File: src/rtl/i2c_am_pkg.sv
package i2c_am_pkg;
  localparam int unsigned BYTE_W = 8;
  localparam int unsigned MODE_W = 4;
  localparam int unsigned LOC_W  = 2;
  localparam int unsigned HI_W   = 2;

  localparam logic [MODE_W-1:0] MODE_SLV7  = 4'b0110;
  localparam logic [MODE_W-1:0] MODE_SLV10 = 4'b0111;
  localparam logic [MODE_W-1:0] MODE_MSK   = 4'b1001;

  localparam logic [LOC_W-1:0] LOC_ADDR = 2'd0;
  localparam logic [LOC_W-1:0] LOC_HI   = 2'd1;
  localparam logic [LOC_W-1:0] LOC_MODE = 2'd2;

  localparam logic [4:0] HDR10_TAG = 5'b11110;

  typedef enum logic [2:0] {
    ST_IDLE,
    ST_SHIFT,
    ST_ACK_WAIT,
    ST_ACK,
    ST_IGNORE
  } am_state_e;
endpackage

File: src/rtl/i2c_am_sync.sv
module i2c_am_sync #(
  parameter int unsigned STAGES = 2
) (
  input  logic clk_i,
  input  logic rst_ni,
  input  logic scl_i,
  input  logic sda_i,
  output logic sda_o,
  output logic scl_rise_o,
  output logic scl_fall_o,
  output logic start_o,
  output logic stop_o
);
  // STAGES flops synchronise, one extra flop keeps the previous level
  localparam int unsigned DEPTH = STAGES + 1;

  logic [DEPTH-1:0] scl_sr, sda_sr;

  always_ff @(posedge clk_i or negedge rst_ni) begin
    if (!rst_ni) begin
      scl_sr <= '1;
      sda_sr <= '1;
    end else begin
      scl_sr <= {scl_sr[DEPTH-2:0], scl_i};
      sda_sr <= {sda_sr[DEPTH-2:0], sda_i};
    end
  end

  logic scl_now, scl_prv, sda_now, sda_prv;
  assign scl_now = scl_sr[STAGES-1];
  assign scl_prv = scl_sr[STAGES];
  assign sda_now = sda_sr[STAGES-1];
  assign sda_prv = sda_sr[STAGES];

  assign sda_o      = sda_now;
  assign scl_rise_o = scl_now & ~scl_prv;
  assign scl_fall_o = ~scl_now & scl_prv;
  assign start_o    = scl_now & scl_prv & sda_prv & ~sda_now;
  assign stop_o     = scl_now & scl_prv & ~sda_prv & sda_now;
endmodule

File: src/rtl/i2c_am_regs.sv
module i2c_am_regs
  import i2c_am_pkg::*;
(
  input  logic              clk_i,
  input  logic              rst_ni,
  input  logic              we_i,
  input  logic [LOC_W-1:0]  loc_i,
  input  logic [BYTE_W-1:0] wdata_i,
  output logic [BYTE_W-1:0] rdata_o,
  output logic [BYTE_W-1:0] addr_o,
  output logic [HI_W-1:0]   addr_hi_o,
  output logic [BYTE_W-1:0] mask_o,
  output logic [MODE_W-1:0] mode_o
);
  logic [BYTE_W-1:0] addr_q, mask_q;
  logic [HI_W-1:0]   hi_q;
  logic [MODE_W-1:0] mode_q;
  logic              msk_sel;

  assign msk_sel = (mode_q == MODE_MSK);

  always_ff @(posedge clk_i or negedge rst_ni) begin
    if (!rst_ni) begin
      addr_q <= '0;
      mask_q <= '1;
      hi_q   <= '0;
      mode_q <= '0;
    end else if (we_i) begin
      unique case (loc_i)
        LOC_ADDR: begin
          if (msk_sel) mask_q <= wdata_i;
          else         addr_q <= wdata_i;
        end
        LOC_HI:   hi_q   <= wdata_i[HI_W-1:0];
        LOC_MODE: mode_q <= wdata_i[MODE_W-1:0];
        default: ;
      endcase
    end
  end

  always_comb begin
    rdata_o = '0;
    unique case (loc_i)
      LOC_ADDR: rdata_o = msk_sel ? mask_q : addr_q;
      LOC_HI:   rdata_o[HI_W-1:0]   = hi_q;
      LOC_MODE: rdata_o[MODE_W-1:0] = mode_q;
      default: ;
    endcase
  end

  assign addr_o    = addr_q;
  assign addr_hi_o = hi_q;
  assign mask_o    = mask_q;
  assign mode_o    = mode_q;
endmodule

File: src/rtl/i2c_am_cmp.sv
module i2c_am_cmp
  import i2c_am_pkg::*;
(
  input  logic [BYTE_W-1:0] rx_i,
  input  logic [BYTE_W-1:0] addr_i,
  input  logic [BYTE_W-1:0] mask_i,
  input  logic [HI_W-1:0]   addr_hi_i,
  output logic              hit7_o,
  output logic              hit_hdr_o,
  output logic              hit_lo_o
);
  logic [BYTE_W-1:0] miss;

  // mask bit 1 = must match, 0 = don't care
  for (genvar gi = 0; gi < BYTE_W; gi++) begin : g_bit
    assign miss[gi] = (rx_i[gi] ^ addr_i[gi]) & mask_i[gi];
  end

  assign hit7_o    = (miss[BYTE_W-1:1] == '0);
  assign hit_lo_o  = (miss == '0);
  // top address bits are never masked
  assign hit_hdr_o = (rx_i[BYTE_W-1:3] == HDR10_TAG) && (rx_i[2:1] == addr_hi_i);
endmodule

File: src/rtl/i2c_am_fsm.sv
module i2c_am_fsm
  import i2c_am_pkg::*;
(
  input  logic              clk_i,
  input  logic              rst_ni,
  input  logic              sda_i,
  input  logic              scl_rise_i,
  input  logic              scl_fall_i,
  input  logic              start_i,
  input  logic              stop_i,
  input  logic [MODE_W-1:0] mode_i,
  input  logic [BYTE_W-1:0] addr_i,
  input  logic [HI_W-1:0]   addr_hi_i,
  input  logic [BYTE_W-1:0] mask_i,
  output logic              sda_oe_o,
  output logic              match_o,
  output logic              rw_o
);
  localparam int unsigned CNT_W = $clog2(BYTE_W);
  localparam logic [CNT_W-1:0] LAST_BIT = CNT_W'(BYTE_W - 1);

  am_state_e         state_q;
  logic [BYTE_W-1:0] sh_q, rx_byte;
  logic [CNT_W-1:0]  cnt_q;
  logic              ten_q, second_q, last_q, match_q, rw_q;
  logic              hit7, hit_hdr, hit_lo, slave_mode;

  assign rx_byte    = {sh_q[BYTE_W-2:0], sda_i};
  assign slave_mode = (mode_i == MODE_SLV7) || (mode_i == MODE_SLV10);

  i2c_am_cmp u_cmp (
    .rx_i      (rx_byte),
    .addr_i    (addr_i),
    .mask_i    (mask_i),
    .addr_hi_i (addr_hi_i),
    .hit7_o    (hit7),
    .hit_hdr_o (hit_hdr),
    .hit_lo_o  (hit_lo)
  );

  always_ff @(posedge clk_i or negedge rst_ni) begin
    if (!rst_ni) begin
      state_q  <= ST_IDLE;
      sh_q     <= '0;
      cnt_q    <= '0;
      ten_q    <= 1'b0;
      second_q <= 1'b0;
      last_q   <= 1'b0;
      match_q  <= 1'b0;
      rw_q     <= 1'b0;
    end else begin
      match_q <= 1'b0;
      if (start_i) begin
        state_q  <= slave_mode ? ST_SHIFT : ST_IDLE;
        cnt_q    <= '0;
        second_q <= 1'b0;
        ten_q    <= (mode_i == MODE_SLV10);
      end else if (stop_i) begin
        state_q <= ST_IDLE;
      end else begin
        unique case (state_q)
          ST_SHIFT: begin
            if (scl_rise_i) begin
              sh_q  <= rx_byte;
              cnt_q <= cnt_q + 1'b1;
              if (cnt_q == LAST_BIT) begin
                cnt_q <= '0;
                if (!ten_q) begin
                  rw_q    <= rx_byte[0];
                  last_q  <= 1'b1;
                  match_q <= hit7;
                  state_q <= hit7 ? ST_ACK_WAIT : ST_IGNORE;
                end else if (!second_q) begin
                  rw_q    <= rx_byte[0];
                  last_q  <= 1'b0;
                  state_q <= hit_hdr ? ST_ACK_WAIT : ST_IGNORE;
                end else begin
                  last_q  <= 1'b1;
                  match_q <= hit_lo;
                  state_q <= hit_lo ? ST_ACK_WAIT : ST_IGNORE;
                end
              end
            end
          end
          ST_ACK_WAIT: if (scl_fall_i) state_q <= ST_ACK;
          ST_ACK: begin
            if (scl_fall_i) begin
              if (last_q) begin
                state_q <= ST_IGNORE;
              end else begin
                state_q  <= ST_SHIFT;
                second_q <= 1'b1;
                cnt_q    <= '0;
              end
            end
          end
          default: ;
        endcase
      end
    end
  end

  assign sda_oe_o = (state_q == ST_ACK);
  assign match_o  = match_q;
  assign rw_o     = rw_q;
endmodule

File: src/rtl/i2c_addr_match.sv
module i2c_addr_match
  import i2c_am_pkg::*;
#(
  parameter int unsigned SYNC_STAGES = 2
) (
  input  logic              clk_i,
  input  logic              rst_ni,
  input  logic              scl_i,
  input  logic              sda_i,
  output logic              sda_oe_o,
  output logic              addr_match_o,
  output logic              rw_o,
  input  logic              reg_we_i,
  input  logic [LOC_W-1:0]  reg_loc_i,
  input  logic [BYTE_W-1:0] reg_wdata_i,
  output logic [BYTE_W-1:0] reg_rdata_o
);
  logic              sda_s, scl_rise, scl_fall, bus_start, bus_stop;
  logic [BYTE_W-1:0] addr_q, mask_q;
  logic [HI_W-1:0]   addr_hi_q;
  logic [MODE_W-1:0] mode_q;

  i2c_am_sync #(.STAGES(SYNC_STAGES)) u_sync (
    .clk_i      (clk_i),
    .rst_ni     (rst_ni),
    .scl_i      (scl_i),
    .sda_i      (sda_i),
    .sda_o      (sda_s),
    .scl_rise_o (scl_rise),
    .scl_fall_o (scl_fall),
    .start_o    (bus_start),
    .stop_o     (bus_stop)
  );

  i2c_am_regs u_regs (
    .clk_i     (clk_i),
    .rst_ni    (rst_ni),
    .we_i      (reg_we_i),
    .loc_i     (reg_loc_i),
    .wdata_i   (reg_wdata_i),
    .rdata_o   (reg_rdata_o),
    .addr_o    (addr_q),
    .addr_hi_o (addr_hi_q),
    .mask_o    (mask_q),
    .mode_o    (mode_q)
  );

  i2c_am_fsm u_fsm (
    .clk_i      (clk_i),
    .rst_ni     (rst_ni),
    .sda_i      (sda_s),
    .scl_rise_i (scl_rise),
    .scl_fall_i (scl_fall),
    .start_i    (bus_start),
    .stop_i     (bus_stop),
    .mode_i     (mode_q),
    .addr_i     (addr_q),
    .addr_hi_i  (addr_hi_q),
    .mask_i     (mask_q),
    .sda_oe_o   (sda_oe_o),
    .match_o    (addr_match_o),
    .rw_o       (rw_o)
  );
endmodule

File: config.mk
export PLATFORM = sky130hd
export DESIGN_NAME = i2c_addr_match
export DESIGN_NICKNAME = d
export VERILOG_FILES = /design/src/rtl/i2c_am_pkg.sv /design/src/rtl/i2c_am_sync.sv /design/src/rtl/i2c_am_regs.sv /design/src/rtl/i2c_am_cmp.sv /design/src/rtl/i2c_am_fsm.sv /design/src/rtl/i2c_addr_match.sv
export SDC_FILE = /design/constraint.sdc
export NUM_CORES = 1
export LEC_CHECK = 0
export BUFFER_PORTS_ARGS = -buffer_cell sky130_fd_sc_hd__clkbuf_2
export CORE_MARGIN = 4
export CORE_UTILIZATION = 30
export DETAILED_ROUTE_END_ITERATION = 10
export GPL_TIMING_DRIVEN = 0
export PLACE_DENSITY = 0.52
export SYNTH_ARGS = -nofsm -noshare
export SYNTH_HDL_FRONTEND = slang
export SYNTH_SLANG_ARGS = --single-unit
File: constraint.sdc
create_clock -name clk_i -period 4.4 [get_ports clk_i]
set_input_delay 0.44 -clock clk_i [delete_from_list [all_inputs] [get_ports clk_i]]
set_output_delay 0.44 -clock clk_i [all_outputs]
set_load 0.01 [all_outputs]
=== Yosys cells after proc, flatten, opt, wreduce, memory -nomap -nowiden ===
Index checks and enable logic that the tools add are counted.

* Eq/ne operators: 21
* Mux-type cells: 41
* Bitwise gates (word level): 30
* Reduce and logical (&&, ||, !) cells: 19
* Add/subtract/negate cells: 1

{| class="wikitable"
|+ Operators by type and width
! kind !! number
|-
| $mux W3 || 18
|-
| $mux W1 || 17
|-
| $and A1 B1 Y1 || 15
|-
| $reduce_and A5 Y1 || 3
|-
| $pmux W3 S3 || 1
|-
| $eq A4 B3 Y1 const B || 2
|-
| $logic_not A8 Y1 || 1
|-
| $mux W8 || 1
|-
| $ne A4 B4 Y1 const B || 2
|-
| $reduce_and A4 Y1 || 2
|-
| $xor A1 B1 Y1 || 8
|-
| $logic_not A7 Y1 || 1
|-
| $not A1 Y1 || 7
|-
| $eq A3 B2 Y1 const B || 2
|-
| $ne A2 B2 Y1 const B || 3
|-
| $ne A3 B3 Y1 const B || 2
|-
| $pmux W2 S3 || 1
|-
| $pmux W3 S2 || 1
|-
| $reduce_and A3 Y1 || 2
|-
| $reduce_and A6 Y1 || 1
|-
| $eq A5 B5 Y1 const B || 1
|-
| $reduce_bool A5 Y1 || 1
|-
| $eq A4 B4 Y1 const B || 1
|-
| $mux W4 || 1
|-
| other kinds (16) || 18
|}

* Register bits: 46
* Output and inout port bits: 11
* Logic and storage cells: 126

=== Depth between registers and ports, before layout ===
Gate-level depths: netlist (run 1).

* Depth in word-level cells: 11
* Gate-level depth with buffers: 6

=== Hierarchy ===
From an unflattened synthesis (run 1), not the netlist that was laid out.

* Cell total of the unflattened synthesis: 210
* Area total of the unflattened synthesis: 2319.7 um2

{| class="wikitable"
|+ By module, submodules not included
! module !! instances !! cells an instance !! area each (um2) !! sequential area each (um2)
|-
| i2c_am_regs || 1 || 84 || 1068.5 || 560.5
|-
| i2c_am_fsm || 1 || 97 || 909.6 || 450.4
|-
| i2c_am_sync || 1 || 10 || 190.2 || 157.7
|-
| i2c_am_cmp || 1 || 19 || 151.4 || 0.0
|}

=== Worst setup path after synthesis (run 1) ===
OpenSTA, ideal clock, no wires.

* Path type: register to output
* Start point: register u_regs.mode_q[2], in the netlist u_regs.mode_o[2]
* End point: output port reg_rdata_o[0]
* Setup slack: 2606 ps
* Stages on the path, launching flop included: 6
* Arrival: 1354 ps
* Cell sequence: dfrtp_1 -> and4bb_1 -> buf_4 -> mux2_2 -> mux2i_1 -> o21ai_1

* Cells in the longest elaborated chain, start to end: 3

{| class="wikitable"
|+ Ends and longest elaborated chain
! item !! RTL line !! RTL
|-
| start, declared || i2c_am_regs.sv:17 || <nowiki>logic [MODE_W-1:0] mode_q;</nowiki>
|-
| start signal, assigned || i2c_am_regs.sv:35 || <nowiki>LOC_MODE: mode_q <= wdata_i[MODE_W-1:0];</nowiki>
|-
| $eq A4 B4 Y1 || i2c_am_regs.sv:20 || <nowiki>assign msk_sel = (mode_q == MODE_MSK);</nowiki>
|-
| $mux W8 || i2c_am_regs.sv:44 || <nowiki>LOC_ADDR: rdata_o = msk_sel ? mask_q : addr_q;</nowiki>
|-
| $pmux W2 S3 || i2c_am_regs.sv:43 || <nowiki>unique case (loc_i)</nowiki>
|-
| end, declared || i2c_addr_match.sv:16 || <nowiki>output logic [BYTE_W-1:0] reg_rdata_o</nowiki>
|}

Every way passes these cells.

=== Worst setup path in the final report (run 1) ===
* Start point: register u_regs.mode_q[2], in the netlist u_regs.mode_o[2]
* End point: output port reg_rdata_o[1]

Same word-level chain as after synthesis.

==> impl_metrics.env, run 1 <==
export IMPL_clock_power_share=0.273
export IMPL_cts_resized_gates=0
export IMPL_yosys_warnings=0
export IMPL_maxSlewHeadroom=0.236
export IMPL_cap_viol_max_count=0
export IMPL_synth_nets=214
export IMPL_slew_violations=0
export IMPL_htreeDepth=2
export IMPL_hold_viol=0
export IMPL_antenna_cells=0
export IMPL_met2_usage=0.182
export IMPL_nNetsFinal=246
export IMPL_numClockSinks=46
export IMPL_top_usage_layer="met2"
export IMPL_gp_congestion=0.772
export IMPL_cts_setup_buffers=0
export IMPL_cts_tree="built"
export IMPL_grt_overflow=0
export IMPL_multi_input_area_mm2=0.00112
export IMPL_port_buffers=25
export IMPL_clk_path_buf_depth=2
export IMPL_fill_cells=716
export IMPL_vdd_drop_max_uv=188
export IMPL_synth_enable_flop_cells=0
export IMPL_crit_type="flip-flop to output pin"
export IMPL_synth_seq_cells=46
export IMPL_syn_area_mm2=0.00234
export IMPL_setup_viol=0
export IMPL_path_clk_slew_ns=0.09
export IMPL_powerDensity_mw_per_mm2=405
export IMPL_status="complete, no violations"
export IMPL_use_met3=0.0211
export IMPL_fin_worst_skew_ns=0.00653
export IMPL_die_y_um=96.4
export IMPL_p_leak_nw=1.26
export IMPL_synth_cells=197
export IMPL_total_power_w=0.00109
export IMPL_grt_use_total=0.118
export IMPL_ys_types=51
export IMPL_viasPerCell=4.74
export IMPL_ant_nets=0
export IMPL_drive_gt1_frac=0.335
export IMPL_hpwl_mm=3.47
export IMPL_antenna_found_initial=0
export IMPL_finalCritPeriodShare=0.537
export IMPL_num_rows=31
export IMPL_ys_flop_type="dfrtp_1"
export IMPL_clock_fmax_ghz=0.423
export IMPL_ys_seq_area_frac=0.499
export IMPL_initial_core_util=0.316
export IMPL_io_pins=26
export IMPL_rsz0062_at_grt="false"
export IMPL_grt_util_met1=0.166
export IMPL_drt_iter0_markers=128
export IMPL_combPwrFrac=0.198
export IMPL_wl_mm=4.83
export IMPL_synth_avg_cell_area_um2=11.9
export IMPL_core_area_mm2=0.00741
export IMPL_crit_fanout=10
export IMPL_seq_power_share=0.529
export IMPL_wire_per_inst_um=14.7
export IMPL_internal_power_w=0.000789
export IMPL_drt_first_pass_iters=4
export IMPL_drc=0
export IMPL_fp_dieW_um=96.4
export IMPL_arrival_ns=1.92
export IMPL_hold_slack_ns=0.213
export IMPL_layout_common_cells="32 x dfrtp_1, 31 x nand2_1, 25 x clkbuf_2"
export IMPL_numCtsBuffers=5
export IMPL_cp_data_required_time_ns=3.96
export IMPL_syn2layout_area_growth_pct=15.3
export IMPL_worst_pin_slew_ns=1.15
export IMPL_period_minus_slack_ns=2.36
export IMPL_vias=1558
export IMPL_cp_end_kind="output pin"
export IMPL_netSwitchingFraction=0.278
export IMPL_grt_pass1_wl_mm=8.36
export IMPL_startpoint_type="flip-flop"
export IMPL_cts_root_buf="clkbuf_8"
export IMPL_p_sw_w=0.000304
export IMPL_floorplan_die_area_mm2=0.00929
export IMPL_clk_latency_ns=0.30
export IMPL_grt_max_degree=47
export IMPL_hold_path_class="primary input to flip-flop"
export IMPL_async_flop_share=1.00
export IMPL_cts_hold_buf=0
export IMPL_grt_pass1_vias=1651
export IMPL_tns_ns=0
export IMPL_final_common_cell="dfrtp_1"
export IMPL_seq_area_mm2=0.00117
## cells by family after synthesis
kind of cell,after synthesis,synth area share
DFF,46,0.499
buffers and inverters,9,0.0224
AOI/OAI and AO/OA,21,0.0689
xor gates and xnor gates,11,0.0411
muxes,38,0.182
and+or+nand+nor,70,0.176
adders and majority gates,2,0.0107
## worst paths after layout
| path | start | end | slack, ns | cells after the start |
|---|---|---|---|---|
| worst min-delay path | scl_i | u_sync.scl_sr[0] | 0.21 | 1 |
| worst max register to register | u_sync.scl_sr[1] | u_fsm.rw_o | 2.60 | 6 |
| min in group asynchronous | rst_ni | u_regs.mode_o[2] | 0.35 | 1 |
| max in group asynchronous | rst_ni | u_regs.mode_o[1] | 3.34 | 1 |
| worst min register to register | u_sync.sda_sr[0] | u_sync.sda_sr[1] | 0.36 | 0 |
| worst max-delay path | u_regs.mode_o[2] | reg_rdata_o[1] | 2.04 | 6 |
## per-layer routing
layer / routed length, µm / up-vias / part of all wire
li1: - / 772 / -
met1: 2410 / 757 / 0.50
met2: 2210 / 23 / 0.46
met3: 134 / 6 / 0.028
met4: 75 / 0 / 0.016
met5: 0 / - / 0
## sequential cells by signal (all words and copies together) (netlist names), 2 cells and up
name	count
u_regs.addr_hi_o	2
u_regs.mask_o	8
u_fsm.sh_q	7
u_sync.scl_sr	3
u_fsm.cnt_q	3
u_fsm.state_q	3
u_regs.addr_o	8
u_sync.sda_sr	3
u_regs.mode_o	4
## cell type report
| type | count | area share |
|---|---|---|
| buffer | 5 | 0.0139 |
| clock buffer | 8 | 0.0408 |
| inverter | 4 | 0.00556 |
| multi-input combinational | 142 | 0.415 |
| sequential | 46 | 0.433 |
| tap | 99 | 0.0459 |
| timing repair buffer | 25 | 0.0463 |
## power by group through the flow
| stage | combinational (W) | sequential, W | clock [W] |
|---|---|---|---|
| 2_1_floorplan | 0.000167 | 0.000564 | 0 |
| 3_3_place_gp | 0.000217 | 0.000585 | 0 |
| 3_5_place_dp | 0.000221 | 0.000585 | 0 |
| 4_1_cts | 0.000222 | 0.000578 | 0.000313 |
| 5_1_grt | 0.000250 | 0.000590 | 0.000324 |
| 6_report | 0.000217 | 0.000578 | 0.000298 |
## critical path: stages, from the launching register on
cell and delay, ns:
dfrtp_1 0.42, and4bb_1 0.27, buf_4 0.20, mux2_2 0.35
mux2i_1 0.16, o21ai_1 0.08, clkbuf_2 0.14
## through the flow
stage / cell area [µm²] / instances / utilization / setup slack, ns
2_1_floorplan: 2340 / 197 / - / 2.61
3_3_place_gp: 2590 / 321 / 0.350 / 2.33
3_5_place_dp: 2590 / 321 / 0.350 / 2.33
4_1_cts: 2700 / 329 / 0.365 / 2.00
5_1_grt: 2700 / 329 / 0.365 / 1.94
6_report: 2700 / 329 / 0.365 / 2.04
## cell usage after synthesis, types with 2 or more instances
master    count  area [µm²]
nor2b_1       2        12.5
buf_4         2        15.0
nor2_1        5        18.8
nand3b_1      4        30.0
and3_1        3        18.8
a22oi_1       2        15.0
nand4b_1      2        17.5
o21ai_1       2        10.0
nand2_1      31         116
clkbuf_1      2        7.51
o21ai_0       2        10.0
dfrtp_1      32         801
nand3_1       2        10.0
mux2i_1       8        80.1
mux2_4        2        30.0
nor4_1        2        12.5
mux2_1       10         113
inv_1         4        15.0
xor2_1       10        87.6
and4bb_1      2        25.0
mux2_2       18         203
ha_1          2        25.0
o211ai_1      2        15.0
dfstp_2      14         368
nor3_1        6        30.0
Power figures use the tool's default switching activity.
==> inputs of run 2 (changes only) <==
==> constraint.sdc (replaced) <==
create_clock -name clk_i -period 2.3 [get_ports clk_i]
set_input_delay 0.23 -clock clk_i [delete_from_list [all_inputs] [get_ports clk_i]]
set_output_delay 0.23 -clock clk_i [all_outputs]
set_load 0.01 [all_outputs]
==> run 2 against run 1 <==
Against the previous run:
- final cell count rose by 0.61%
- utilization grew 0.27 points
- total power up 92%
- sequential cell count unchanged
- critical endpoint unchanged
==> impl_metrics.env, run 2 (same netlist as run 1, synthesis figures left out) <==
export IMPL_antenna_cells=0
export IMPL_drive_gt1_frac=0.332
export IMPL_reg2reg_depth=6
export IMPL_total_power_w=0.00210
export IMPL_port_buffers=25
export IMPL_htreeDepth=2
export IMPL_syn2layout_area_growth_pct=16.2
export IMPL_grt_max_degree=47
export IMPL_cp_data_required_time_ns=2.07
export IMPL_tns_ns=0
export IMPL_clock_fmax_ghz=0.466
export IMPL_io_pins=26
export IMPL_grt_pass1_vias=1646
export IMPL_core_area_mm2=0.00741
export IMPL_nNetsFinal=248
export IMPL_critPathBufInv=2
export IMPL_clock_power_share=0.274
export IMPL_fin_worst_skew_ns=0.00800
export IMPL_cts_tree="built"
export IMPL_hold_path_class="primary input to async pin"
export IMPL_crit_family="multiplexers"
export IMPL_hpwl_mm=3.47
export IMPL_fp_dieW_um=96.4
export IMPL_num_rows=31
export IMPL_placed_cell_area_mm2=0.00259
export IMPL_cp_slowest_cell="dfrtp_1"
export IMPL_fin_ws_ns=0.154
export IMPL_ant_nets=0
export IMPL_combPwrFrac=0.199
export IMPL_status="complete, no violations"
export IMPL_startpoint_type="flip-flop"
export IMPL_max_stage_delay_ns=0.42
export IMPL_hold_viol=0
export IMPL_stdcell_area_mm2=0.00272
export IMPL_grt_overflow=0
export IMPL_drt_iter0_markers=147
export IMPL_path_cells="and4bb_1, buf_4, mux2_2, mux2i_1, o21ai_1, clkbuf_2"
export IMPL_worst_pin_slew_ns=1.15
export IMPL_wire_per_inst_um=14.6
export IMPL_fin_cells=331
export IMPL_drt_first_pass_iters=4
export IMPL_powerDensity_mw_per_mm2=770
export IMPL_vias=1552
export IMPL_initial_core_util=0.316
export IMPL_cts_root_buf="clkbuf_8"
export IMPL_final_common_cell="dfrtp_1"
export IMPL_placedCellCount=321
export IMPL_path_clk_slew_ns=0.08
export IMPL_vdd_drop_max_uv=360
export IMPL_path_depth=6
export IMPL_arrival_ns=1.92
export IMPL_grt_use_total=0.118
export IMPL_viasPerCell=4.69
export IMPL_wl_mm=4.85
export IMPL_cts_resized_gates=0
export IMPL_die_y_um=96.4
export IMPL_netSwitchingFraction=0.279
export IMPL_finalCritPeriodShare=0.933
export IMPL_cts_setup_buffers=0
export IMPL_antenna_found_initial=0
export IMPL_rsz0062_at_grt="false"
export IMPL_layout_common_cells="32 x dfrtp_1, 31 x nand2_1, 25 x clkbuf_2"
export IMPL_dp_slack_ns=0.444
export IMPL_slew_violations=0
export IMPL_floorplan_die_area_mm2=0.00929
export IMPL_numClockSinks=46
export IMPL_clk_path_buf_depth=2
export IMPL_internal_power_w=0.00151
export IMPL_cts_hold_buf=1
export IMPL_p_leak_nw=1.27
export IMPL_cp_end_kind="output pin"
export IMPL_gp_congestion=0.772
export IMPL_crit_type="flip-flop to output pin"
export IMPL_p_sw_w=0.000585
export IMPL_grt_pass1_wl_mm=8.34
export IMPL_numCtsBuffers=5
export IMPL_setup_viol=0
export IMPL_cap_viol_max_count=0
export IMPL_crit_fanout=10
export IMPL_seq_power_share=0.527
export IMPL_clk_latency_ns=0.30
export IMPL_drc=0
export IMPL_fill_cells=714
export IMPL_period_minus_slack_ns=2.15
export IMPL_maxSlewHeadroom=0.233
run 2: changes by cell type in the layout (fill, tap and decap cells not counted), sizes merged:
cell         change
dlygate4sd3      +2
run 2: power groups by stage:
| stage | Clock [W] | Sequential, W | Combinational (W) |
|---|---|---|---|
| 5_1_grt | 0.000619 | 0.00113 | 0.000481 |
| 3_5_place_dp | 0 | 0.00112 | 0.000423 |
| 2_1_floorplan | 0 | 0.00108 | 0.000319 |
| 4_1_cts | 0.000599 | 0.00111 | 0.000425 |
| 3_3_place_gp | 0 | 0.00112 | 0.000416 |
| 6_report | 0.000574 | 0.00110 | 0.000417 |
run 2: worst register-to-register path, cell delays in order (launching register included):
cell,delay [ns]
dfstp_2,0.54
buf_4,0.14
nor3b_4,0.26
and3_4,0.22
buf_8,0.13
nand3_4,0.08
mux2_4,0.30
run 2: area by class of cell:
class                   count  area [µm²]  share of cell area
well taps                  99         124              0.0455
flip-flops and latches     46        1170               0.429
clock buffers               8         110              0.0405
inverters                   4        15.0             0.00552
repair buffers             27         145              0.0533
multi-input cells         142        1120               0.412
plain buffers               5        37.5              0.0138
run 2: per-stage QoR:
stage,utilization,hold WS (ns)
finish,0.367,0.146
global route,0.367,0.168
CTS,0.366,0.000325
detailed placement,0.350,0.319
global placement,0.350,0.319
floorplan,-,-0.0656
run 2: metal layers:
metal	vias up	track usage	routed length (µm)
met5	-	0	0
met4	0	0.0421	75
li1	776	-	-
met2	21	0.182	2240
met1	749	0.165	2410
met3	6	0.0211	125
run 2: worst paths after layout:
check / start / slack [ns] / to
min reg2reg: u_sync.sda_sr[0] / 0.36 / u_sync.sda_sr[1]
max reg2reg: u_sync.scl_sr[1] / 0.50 / u_fsm.rw_o
max: u_regs.mode_o[2] / 0.15 / reg_rdata_o[1]
min: rst_ni / 0.15 / u_regs.mode_o[2]
min in group clk_i: reg_wdata_i[7] / 0.16 / u_regs.addr_o[7]
max in group asynchronous: rst_ni / 1.45 / u_regs.addr_o[0]
==> inputs of run 3 (changes only) <==
==> constraint.sdc (replaced) <==
create_clock -name clk_i -period 2 [get_ports clk_i]
set_input_delay 0.2 -clock clk_i [delete_from_list [all_inputs] [get_ports clk_i]]
set_output_delay 0.2 -clock clk_i [all_outputs]
set_load 0.01 [all_outputs]
==> run 3 against run 2 <==
Against the previous run:
- the flow now finishes with violations (negative setup slack)
- via count increased by 2.1%
- combinational power increased by 23%
- clock power increased by 16%
- sequential cell count unchanged
- utilization increased by 0.56 points
- cell area increased by 1.5%
- clock skew about the same
- worst hold slack got worse by 0.032 ns
- highest routed layer unchanged
==> impl_metrics.env, run 3 (same netlist as run 1, synthesis figures left out) <==
export IMPL_placed_cell_area_mm2=0.00259
export IMPL_layout_common_cells="32 x dfrtp_1, 31 x nand2_1, 25 x clkbuf_2"
export IMPL_wl_mm=4.94
export IMPL_final_common_cell="dfrtp_1"
export IMPL_fp_dieW_um=96.4
export IMPL_final_util=0.373
export IMPL_floorplan_die_area_mm2=0.00929
export IMPL_status="complete, but fails checks"
export IMPL_hpwl_mm=3.47
export IMPL_drt_first_pass_iters=4
export IMPL_ant_nets=0
export IMPL_fin_cells=335
export IMPL_cp_end_kind="output pin"
export IMPL_finalCritPeriodShare=1.01
export IMPL_fin_worst_skew_ns=0.00819
export IMPL_io_pins=26
export IMPL_port_buffers=25
export IMPL_powerDensity_mw_per_mm2=884
export IMPL_cp_data_required_time_ns=1.80
export IMPL_cts_root_buf="clkbuf_8"
export IMPL_clk_latency_ns=0.30
export IMPL_cts_tree="built"
export IMPL_fin_ws_ns=-0.0267
export IMPL_seq_area_mm2=0.00117
export IMPL_multi_input_area_mm2=0.00113
export IMPL_maxSlewHeadroom=0.232
export IMPL_startpoint_type="flip-flop"
export IMPL_crit_fanout=7
export IMPL_slew_violations=0
export IMPL_arrival_ns=1.83
export IMPL_grt_max_degree=47
export IMPL_rsz0062_at_grt="true"
export IMPL_vdd_drop_max_uv=414
export IMPL_numCtsBuffers=5
export IMPL_die_y_um=96.4
export IMPL_fill_cells=713
export IMPL_clk_path_buf_depth=2
export IMPL_hold_path_class="primary input to async pin"
export IMPL_hold_viol=0
export IMPL_cap_viol_max_count=0
export IMPL_setup_viol=1
export IMPL_antenna_found_initial=0
export IMPL_syn2layout_area_growth_pct=17.9
export IMPL_grt_pass1_wl_mm=8.47
export IMPL_htreeDepth=2
export IMPL_viasPerCell=4.73
export IMPL_drive_gt1_frac=0.347
export IMPL_p_leak_nw=1.30
export IMPL_period_minus_slack_ns=2.03
export IMPL_initial_core_util=0.316
export IMPL_num_rows=31
export IMPL_grt_use_total=0.120
export IMPL_nNetsFinal=252
export IMPL_clock_fmax_ghz=0.493
export IMPL_crit_type="flip-flop to output pin"
export IMPL_worst_pin_slew_ns=1.15
export IMPL_grt_overflow=0
export IMPL_stdcell_area_mm2=0.00276
export IMPL_drc=0
export IMPL_path_clk_slew_ns=0.08
export IMPL_core_area_mm2=0.00741
export IMPL_wire_per_inst_um=14.7
export IMPL_drt_iter0_markers=141
export IMPL_gp_congestion=0.772
export IMPL_numClockSinks=46
export IMPL_grt_pass1_vias=1674
export IMPL_placedCellCount=321
export IMPL_antenna_cells=0
export IMPL_regToRegSetupSlack_ns=0.20
export IMPL_vias=1584
export IMPL_violations="negative setup slack"
[run 3: routing by layer]
| metal | global-route usage | wire length (µm) | vias up |
|---|---|---|---|
| met3 | 0.0211 | 125 | 7 |
| met2 | 0.188 | 2290 | 22 |
| met5 | 0 | 0 | - |
| met1 | 0.166 | 2450 | 768 |
| li1 | - | - | 787 |
| met4 | 0.0421 | 67 | 0 |
[run 3: worst paths after layout]
| path | to | cells past startpoint | startpoint |
|---|---|---|---|
| min in group clk_i | u_regs.addr_o[7] | 2 | reg_wdata_i[7] |
| worst max-delay path | reg_rdata_o[1] | 6 | u_regs.mode_o[2] |
| worst min-delay path | u_regs.addr_o[2] | 1 | rst_ni |
| max in group asynchronous | u_regs.mode_o[1] | 1 | rst_ni |
| worst min register to register | u_sync.sda_sr[1] | 0 | u_sync.sda_sr[0] |
| worst max register to register | u_fsm.rw_o | 6 | u_sync.scl_sr[1] |
[run 3: cell type report]
cell class                 count  area share
timing repair buffer          31      0.0634
clock buffer                   8      0.0399
inverter                       4     0.00543
buffer                         5      0.0149
multi-input combinational    142       0.409
tap                           99      0.0448
sequential                    46       0.423
[run 3: critical path: stages, from the launching register on]
cell and delay [ns]:
dfrtp_1 0.40, and4bb_1 0.26, buf_6 0.14, mux2_4 0.31, mux2i_2 0.18, o21ai_1 0.10, clkbuf_2 0.14
[run 3: per-stage QoR]
step                total power [W]  setup TNS, ns  hold WS [ns]  worst slack (ns)
floorplan                   0.00161              0       -0.0956             0.328
global placement            0.00176              0         0.289             0.173
detailed placement          0.00177              0         0.289             0.174
CTS                         0.00247        -0.0363         0.117           -0.0274
global route                0.00259         -0.255         0.138           -0.0838
finish                      0.00244        -0.0267         0.115           -0.0267
[run 3: where the power goes]
group	internal, W	total, W	switching, W
combinational	0.000286	0.000511	0.000226
clock	0.000349	0.000664	0.000314
sequential	0.00112	0.00127	0.000144
total	0.00176	0.00244	0.000684
[run 3: timing repair]
item,in CTS,in global routing
cloned,0,0
buffers inserted,3,1
hold endpoints to repair,2,0
resized for setup,2,1
hold buffers,2,0
pin swaps,2,0
setup endpoints to repair,4,4
